===== src/rtl/gpio_irq_pkg.sv =====
package gpio_irq_pkg;
  localparam int REG_W   = 32;
  localparam int IDX_W   = 3;

  typedef enum logic [IDX_W-1:0] {
    IDX_ODRAIN = 3'd0,
    IDX_DATA   = 3'd1,
    IDX_DIR    = 3'd2,
    IDX_ESEL   = 3'd3,
    IDX_EANY   = 3'd4,
    IDX_MASK   = 3'd5,
    IDX_LEVEL  = 3'd6,
    IDX_STAT   = 3'd7
  } reg_idx_e;

  // Edge detection: any-edge overrides edge-select; esel=1 rising, 0 falling.
  function automatic logic [REG_W-1:0] edge_hits(
    input logic [REG_W-1:0] esel,
    input logic [REG_W-1:0] eany,
    input logic [REG_W-1:0] cur,
    input logic [REG_W-1:0] prv);
    logic [REG_W-1:0] rise, fall;
    rise = cur & ~prv;
    fall = ~cur & prv;
    return (eany & (rise | fall)) | (~eany & esel & rise) | (~eany & ~esel & fall);
  endfunction

  // Level detection: active when the pin equals the edge-select polarity.
  function automatic logic [REG_W-1:0] level_hits(
    input logic [REG_W-1:0] esel,
    input logic [REG_W-1:0] cur);
    return ~(cur ^ esel);
  endfunction

  // Output enable: outputs only, open-drain pins only while driving 0.
  function automatic logic [REG_W-1:0] drive_enable(
    input logic [REG_W-1:0] dir,
    input logic [REG_W-1:0] odrain,
    input logic [REG_W-1:0] dout);
    return ~dir & (~odrain | ~dout);
  endfunction
endpackage


===== src/rtl/gpio_sync.sv =====
module gpio_sync #(
  parameter int W = 32
) (
  input  logic         clk,
  input  logic         rst_n,
  input  logic [W-1:0] d_async,
  output logic [W-1:0] d_sync,
  output logic [W-1:0] d_prev
);
  logic [W-1:0] meta_q, sync_q, prev_q;

  always_ff @(posedge clk or negedge rst_n) begin
    if (!rst_n) begin
      meta_q <= '0;
      sync_q <= '0;
      prev_q <= '0;
    end else begin
      meta_q <= d_async;
      sync_q <= meta_q;
      prev_q <= sync_q;
    end
  end

  assign d_sync = sync_q;
  assign d_prev = prev_q;
endmodule


===== src/rtl/gpio_bank.sv =====
module gpio_bank
  import gpio_irq_pkg::*;
(
  input  logic             clk,
  input  logic             rst_n,
  input  logic             wr_en,
  input  logic [IDX_W-1:0] idx,
  input  logic [REG_W-1:0] wdata,
  output logic [REG_W-1:0] rdata,
  input  logic [REG_W-1:0] pin_in,
  output logic [REG_W-1:0] pin_out,
  output logic [REG_W-1:0] pin_oe,
  output logic             irq_req
);
  logic [REG_W-1:0] odrain, dout, dir, esel, eany, msk, lvl, stat;
  logic [REG_W-1:0] cur, prv;
  logic [REG_W-1:0] edge_hit, lvl_hit, pin_evt, clr_bits;
  logic             stat_wr;

  gpio_sync #(.W(REG_W)) u_sync (
    .clk     (clk),
    .rst_n   (rst_n),
    .d_async (pin_in),
    .d_sync  (cur),
    .d_prev  (prv)
  );

  assign edge_hit = edge_hits(esel, eany, cur, prv);
  assign lvl_hit  = dir & lvl & level_hits(esel, cur);
  assign pin_evt  = dir & ((lvl & lvl_hit) | (~lvl & edge_hit));
  assign stat_wr  = wr_en && (reg_idx_e'(idx) == IDX_STAT);
  assign clr_bits = stat_wr ? wdata : '0;

  always_ff @(posedge clk or negedge rst_n) begin
    if (!rst_n) begin
      odrain <= '0;
      dout   <= '0;
      dir    <= '1;
      esel   <= '0;
      eany   <= '0;
      msk    <= '0;
      lvl    <= '0;
    end else if (wr_en) begin
      case (reg_idx_e'(idx))
        IDX_ODRAIN: odrain <= wdata;
        IDX_DATA:   dout   <= wdata;
        IDX_DIR:    dir    <= wdata;
        IDX_ESEL:   esel   <= wdata;
        IDX_EANY:   eany   <= wdata;
        IDX_MASK:   msk    <= wdata;
        IDX_LEVEL:  lvl    <= wdata;
        default:    ;
      endcase
    end
  end

  // Detection wins over a same-cycle clear.
  always_ff @(posedge clk or negedge rst_n) begin
    if (!rst_n) stat <= '0;
    else        stat <= (stat & ~clr_bits) | pin_evt;
  end

  always_comb begin
    case (reg_idx_e'(idx))
      IDX_ODRAIN: rdata = odrain;
      IDX_DATA:   rdata = (dir & cur) | (~dir & dout);
      IDX_DIR:    rdata = dir;
      IDX_ESEL:   rdata = esel;
      IDX_EANY:   rdata = eany;
      IDX_MASK:   rdata = msk;
      IDX_LEVEL:  rdata = lvl;
      default:    rdata = stat;
    endcase
  end

  assign pin_out = dout;
  assign pin_oe  = drive_enable(dir, odrain, dout);
  assign irq_req = |(stat & msk);

  assert_w1c_clear_R6: assert property (@(posedge clk) disable iff (!rst_n)
    stat_wr |=> ((stat & $past(wdata) & ~$past(pin_evt)) == '0));

  assert_set_needs_event_R4: assert property (@(posedge clk) disable iff (!rst_n)
    1'b1 |=> ((stat & ~$past(stat) & ~$past(pin_evt)) == '0));

  assert_level_reasserts_R5: assert property (@(posedge clk) disable iff (!rst_n)
    1'b1 |=> ((stat & $past(lvl_hit)) == $past(lvl_hit)));

  assert_outputs_quiet_R10: assert property (@(posedge clk) disable iff (!rst_n)
    1'b1 |=> ((stat & ~$past(stat) & ~$past(dir)) == '0));

  assert_oe_outputs_only_R3: assert property (@(posedge clk) disable iff (!rst_n)
    (pin_oe & dir) == '0);
endmodule


===== src/rtl/gpio_irq_block.sv =====
module gpio_irq_block
  import gpio_irq_pkg::*;
#(
  parameter int NUM_BANKS = 2,
  localparam int BANK_BITS = (NUM_BANKS > 1) ? $clog2(NUM_BANKS) : 1,
  localparam int ADDR_W    = IDX_W + BANK_BITS,
  localparam int PINS      = REG_W * NUM_BANKS
) (
  input  logic              clk,
  input  logic              rst_n,
  input  logic              reg_wr,
  input  logic [ADDR_W-1:0] reg_addr,
  input  logic [REG_W-1:0]  reg_wdata,
  output logic [REG_W-1:0]  reg_rdata,
  input  logic [PINS-1:0]   pin_in,
  output logic [PINS-1:0]   pin_out,
  output logic [PINS-1:0]   pin_oe,
  output logic              irq_out
);
  logic [BANK_BITS-1:0] bank_sel;
  logic [IDX_W-1:0]     reg_idx;
  logic [REG_W-1:0]     bank_rdata [NUM_BANKS];
  logic [NUM_BANKS-1:0] bank_irq;

  assign bank_sel = reg_addr[ADDR_W-1:IDX_W];
  assign reg_idx  = reg_addr[IDX_W-1:0];

  for (genvar b = 0; b < NUM_BANKS; b++) begin : g_bank
    gpio_bank u_bank (
      .clk     (clk),
      .rst_n   (rst_n),
      .wr_en   (reg_wr && (int'(bank_sel) == b)),
      .idx     (reg_idx),
      .wdata   (reg_wdata),
      .rdata   (bank_rdata[b]),
      .pin_in  (pin_in[b*REG_W +: REG_W]),
      .pin_out (pin_out[b*REG_W +: REG_W]),
      .pin_oe  (pin_oe[b*REG_W +: REG_W]),
      .irq_req (bank_irq[b])
    );
  end

  always_comb begin
    reg_rdata = '0;
    for (int b = 0; b < NUM_BANKS; b++)
      if (int'(bank_sel) == b) reg_rdata = bank_rdata[b];
  end

  assign irq_out = |bank_irq;
endmodule


===== config.mk =====
export PLATFORM = sky130hd
export DESIGN_NAME = gpio_irq_block
export DESIGN_NICKNAME = d
export VERILOG_FILES = /design/src/rtl/gpio_irq_pkg.sv /design/src/rtl/gpio_sync.sv /design/src/rtl/gpio_bank.sv /design/src/rtl/gpio_irq_block.sv
export SDC_FILE = /design/constraint.sdc
export NUM_CORES = 1
export LEC_CHECK = 0
export BUFFER_PORTS_ARGS = -buffer_cell sky130_fd_sc_hd__buf_4
export CORE_MARGIN = 1
export CORE_UTILIZATION = 55
export CTS_CLUSTER_DIAMETER = 50
export DETAILED_ROUTE_END_ITERATION = 7
export MAX_ROUTING_LAYER = met4
export PLACE_DENSITY = 0.77
export SYNTH_ARGS = -nofsm -noshare
export SYNTH_HDL_FRONTEND = slang
export SYNTH_SLANG_ARGS = --single-unit

===== constraint.sdc =====
create_clock -name clk -period 1.4 [get_ports clk]
set_input_delay 0 -clock clk [delete_from_list [all_inputs] [get_ports clk]]
set_output_delay 0 -clock clk [all_outputs]
set_load 0.02 [all_outputs]

Word-level counts from Yosys, hierarchy flattened:

Cells that the tools add are included.
W data, S select, Z words.

* register bits: 704
* memories: 0
* memory bits (writable): 0
* latch bits: 0
* input bits: 103
* ROM bits: 0
* output and inout port bits: 161
* logic and storage cells: 125

* shifts and indexed selects: 0
* muxes and demuxes: 5
* equality and inequality tests: 7
* multiply operators: 0
* reductions and logical operators: 20
* add/subtract/negate cells: 0
* divide/modulo/power cells: 0
* bitwise gates (word level): 71
* $lt $le $gt $ge: 0

Operators by type and width (count)
* $and A32 B32 Y32: 34
* $not A32 Y32: 20
* $or A32 B32 Y32: 14
* $pmux W32 S7: 2
* $mux W32: 3
* $reduce_or A64 Y1: 1
* $xor A32 B32 Y32: 2
* $reduce_and A2 Y1: 14
* $eq A3 B3 Y1 const B: 4
* $eq A3 B2 Y1 const B: 2
* $logic_and A1 B1 Y1: 4
* $eq A3 B1 Y1 const B: 1
* $logic_not A3 Y1: 1
* $not A1 Y1: 1

Depth between registers and ports, before layout:

* depth in word-level cells: 10
* depth in mapped cells: 9
* depth with buffers taken out: 6

By module:

From an unflattened synthesis, not the netlist that was laid out.

* cells, all modules: 2861
* area total of the unflattened synthesis: 34553.1 um^2

Modules (own cells, without submodules)
* gpio_bank: times used 2, area each 14599.0 um^2, sequential area each 6446.2 um^2, cells an instance 1315
* gpio_sync: times used 2, area each 2402.3 um^2, sequential area each 2402.3 um^2, cells an instance 96
* gpio_irq_block: times used 1, area each 550.5 um^2, sequential area each 0.0 um^2, cells an instance 39

Least setup slack after synthesis:

Ideal clock, no wire load.

* path kind: in2out
* start: input port reg_addr[2]
* end: output port reg_rdata[7]
* cell stages on the path: 7
* arrival: 1.653 ns
* slack: -0.253 ns
* cell sequence: buf_2 > buf_2 > buf_4 > nor2_2 > a22oi_1 > o221a_2 > o32ai_1

* cells in the longest elaborated chain, start to end: 3
* elaborated cells on any way between the ends: 10
* classes of those cells: eq/ne (6); mux (3); reduce/logical (1)

Ends and longest elaborated chain
* from (decl): line gpio_irq_block.sv:12 `input logic [ADDR_W-1:0] reg_addr,`
* $eq A3 B3 Y1, or another cell as far along: line gpio_bank.sv:64 `case (reg_idx_e'(idx))`
* $pmux W32 S7: line gpio_bank.sv:64
* $mux W32 (*): line gpio_irq_block.sv:46 `if (int'(bank_sel) == b) reg_rdata = bank_rdata[b];`
* to (decl): line gpio_irq_block.sv:14 `output logic [REG_W-1:0] reg_rdata,`

Every way passes the cells marked *; elsewhere a longest branch is shown, timed or not.

Final worst setup path:

* start: register g_bank[1].u_bank.msk[13]
* end: output port irq_out

* cells in the longest elaborated chain, start to end: 2

Ends and longest elaborated chain
* from (decl): line gpio_bank.sv:15 `logic [REG_W-1:0] odrain, dout, dir, esel, eany, msk, lvl, stat;`
* from (signal assigned): line gpio_bank.sv:50 `IDX_MASK: msk <= wdata;`
* $and A32 B32 Y32: line gpio_bank.sv:78 `assign irq_req = |(stat & msk);`
* $reduce_or A64 Y1: line gpio_irq_block.sv:49 `assign irq_out = |bank_irq;`
* to (decl): line gpio_irq_block.sv:18 `output logic irq_out`

No other way between the ends.

==> reports/results.ini <==
[layout]
synthToLayoutAreaGrowth_pct = 42.3
drive_gt1_share_pct = 52.2
fill_cells = 3083
layout.nets = 3977
final_cells = 4657

[pwr]
peakVddDrop_mv = 1.34
power.static_leakage_uw = 0.0224
power_density_mw_per_mm2 = 1540

[setup_path]
reg2reg_slack_ns = -0.26
cp.arrival_ns = 2.53
crit_path_end_kind = output pin
start_kind = register
crit_required_ns = 1.40
worstPathMaxFanout = 2
critPathKind = reg2out

[logic_synthesis]
syn_inst = 2851
synth.most_common_cell = dfrtp_1
avgSynthCellArea_um2 = 12.1
synthTopCellsByArea = dfrtp_1 (47%), mux2_2 (16%), dfstp_2 (4.9%)
synth-edff-count = 0
ys_seq_area_share_pct = 51.4
synth_top_area_share_pct = 46.5
synthArstFlopShare_pct = 100
yosysTopAreaCell = dfrtp_1
ys_ff_latch = 704
yosys_warnings = 0
ys.flop_type = dfrtp_1
synthTopCellsByCount = dfrtp_1 (640), mux2_2 (485), nand2_1 (253), o21ai_0 (239), inv_1 (135)
synthDistinctLibCells = 48
syn_nets = 3082
syn_area_mm2 = 0.0344

[global_route]
grt_use_total_pct = 39.7
grt_overflow = 0
antenna_found_initial = 4
grt_pass1_wl_um = 185000
grt_pass1_vias = 30400
grt_max_degree = 96

[timing]
finalCriticalPeriod_ns = 2.53
hold_slack_ns = 0.0128
fmax_mhz = 396
worst_slew_pin_slew_ns = 0.759
setup_ws_ns = -1.13
period_share_pct = 181
hold_viol = 0
setup_viol = 163
skew_ns = 0.0244
rsz0062_at_grt = yes
slew_headroom_pct = 49.2
slew_violations = 0

[routing]
ant_nets = 0
drc_errors = 0
drtIter0Drc = 3330
firstDrtPassIters = 7
vias = 29800
wirelength_um = 130000
via_per_inst = 6.40
wl_per_cell_um = 28.0

[placed_design]
dp_hpwl_um = 78100
numPortBuffers = 263
dp_cells = 4282
gp_congestion = 1.01

[floorplanning]
dieArea_mm2 = 0.0636
chipWidth_um = 252
rows = 91
ios = 264
die_h_um = 252
core-area_mm2 = 0.0618
initial_utilization_pct = 55.7

[clock_tree]
clk_pin_slew_worst_paths_ns = 0.06
clk_path_buf_depth = 3
cts_buffers = 82
clock-root-buffer = clkbuf_16
htree_levels = 3
clock-sinks = 704
clkLatencyLatePin_ns = 0.65
cts_tree = yes

[status]
violations = setup timing
status = finished, violations left

[job]
maxCapViolCount = 0

[min_path]
hold_class = in2reg

[critical path, stage by stage (launching register included)]
cell	delay (ns)
dfrtp_1	0.39
a22o_1	0.27
a221oi_4	0.26
nand4_1	0.25
or4_4	0.55
buf_6	0.17
[area by class of cell]
type | count | area, µm² | area share (%)
repair buffers | 980 | 9070 | 18.5
clock buffers | 119 | 2430 | 4.95
diodes | 6 | 15.0 | 0.0306
clock inverters | 33 | 475 | 0.970
inverters | 136 | 551 | 1.12
well taps | 837 | 1050 | 2.14
multi-input cells | 1842 | 17700 | 36.1
flip-flops and latches | 704 | 17700 | 36.2
[layout by cell type, fill, tap and decap left out, types with 41 or more instances in the layout]
cell           count
a21oi_1           41
a22o_1            81
buf_12            60
buf_4            627
buf_6            174
clkbuf_16         87
dfrtp_1          624
dfstp_2           64
dlygate4sd3_1    117
ha_1              56
inv_1            102
mux2_2           424
mux2_4           121
mux2i_1          114
nand2_1          253
o21ai_0           94
o21ai_1           77
o21ai_2           66
xnor2_1           64
[cell families (layout without fill, tap and decap cells)]
logic type,count (synthesis),after routing,share of synthesized area [%]
flip-flops,704,704,51.4
multiplexers,684,684,22.8
AO/OA/AOI/OAI,625,625,11.7
AND/OR/NAND/NOR,341,341,4.06
buffers and inverters,305,1268,3.81
adder cells (fa/ha/maj),128,128,4.65
XOR/XNOR,64,64,1.63
other,0,6,0
[metal layers]
metal  vias up  GRT usage, %  part of all wire (%)
met2      2142          61.2                    46
met4         0          23.1                   7.3
met3       675          8.20                    10
met5         -             -                     0
li1      12000             -                     -
met1     14900          48.5                    36
[metrics by stage]
step | power (µW) | utilization, % | instance area, µm² | TNS, ns | setup WS [ns]
2_1_floorplan | 37400 | - | 34800 | -3.86 | -0.152
3_3_place_gp | 46200 | 67.1 | 41500 | -77.77 | -0.527
3_5_place_dp | 47100 | 67.1 | 41500 | -88.66 | -0.571
4_1_cts | 72700 | 77.1 | 47700 | -38.49 | -1.10
5_1_grt | 77700 | 79.2 | 49000 | -46.84 | -1.18
6_report | 75600 | 79.3 | 49000 | -41.59 | -1.13
[report_power, final]
part	switching, µW	internal (µW)
Sequential	4430	24400
Clock	9060	14100
Combinational	11100	12400
[path summary, 6_finish.rpt]
check / depth (start not counted) / endpoint / from
worst min-delay path: 2 / g_bank[0].u_bank.u_sync.meta_q[18] / pin_in[18]
worst min register to register: 0 / g_bank[0].u_bank.u_sync.d_sync[1] / g_bank[0].u_bank.u_sync.meta_q[1]
max in group asynchronous: 3 / g_bank[0].u_bank.stat[22] / rst_n
worst max-delay path: 5 / irq_out / g_bank[1].u_bank.msk[13]
min in group asynchronous: 2 / g_bank[1].u_bank.dir[29] / rst_n
worst max register to register: 7 / g_bank[1].u_bank.stat[20] / g_bank[1].u_bank.u_sync.d_sync[20]
[repair_timing]
item,in CTS,in global routing
hold endpoints to repair,1250,0
resized for setup,517,293
endpoints found under the setup margin,161,164
hold buffers,117,0
pin swaps,166,110
buffers inserted,70,52
Power figures use the tool's default switching activity.
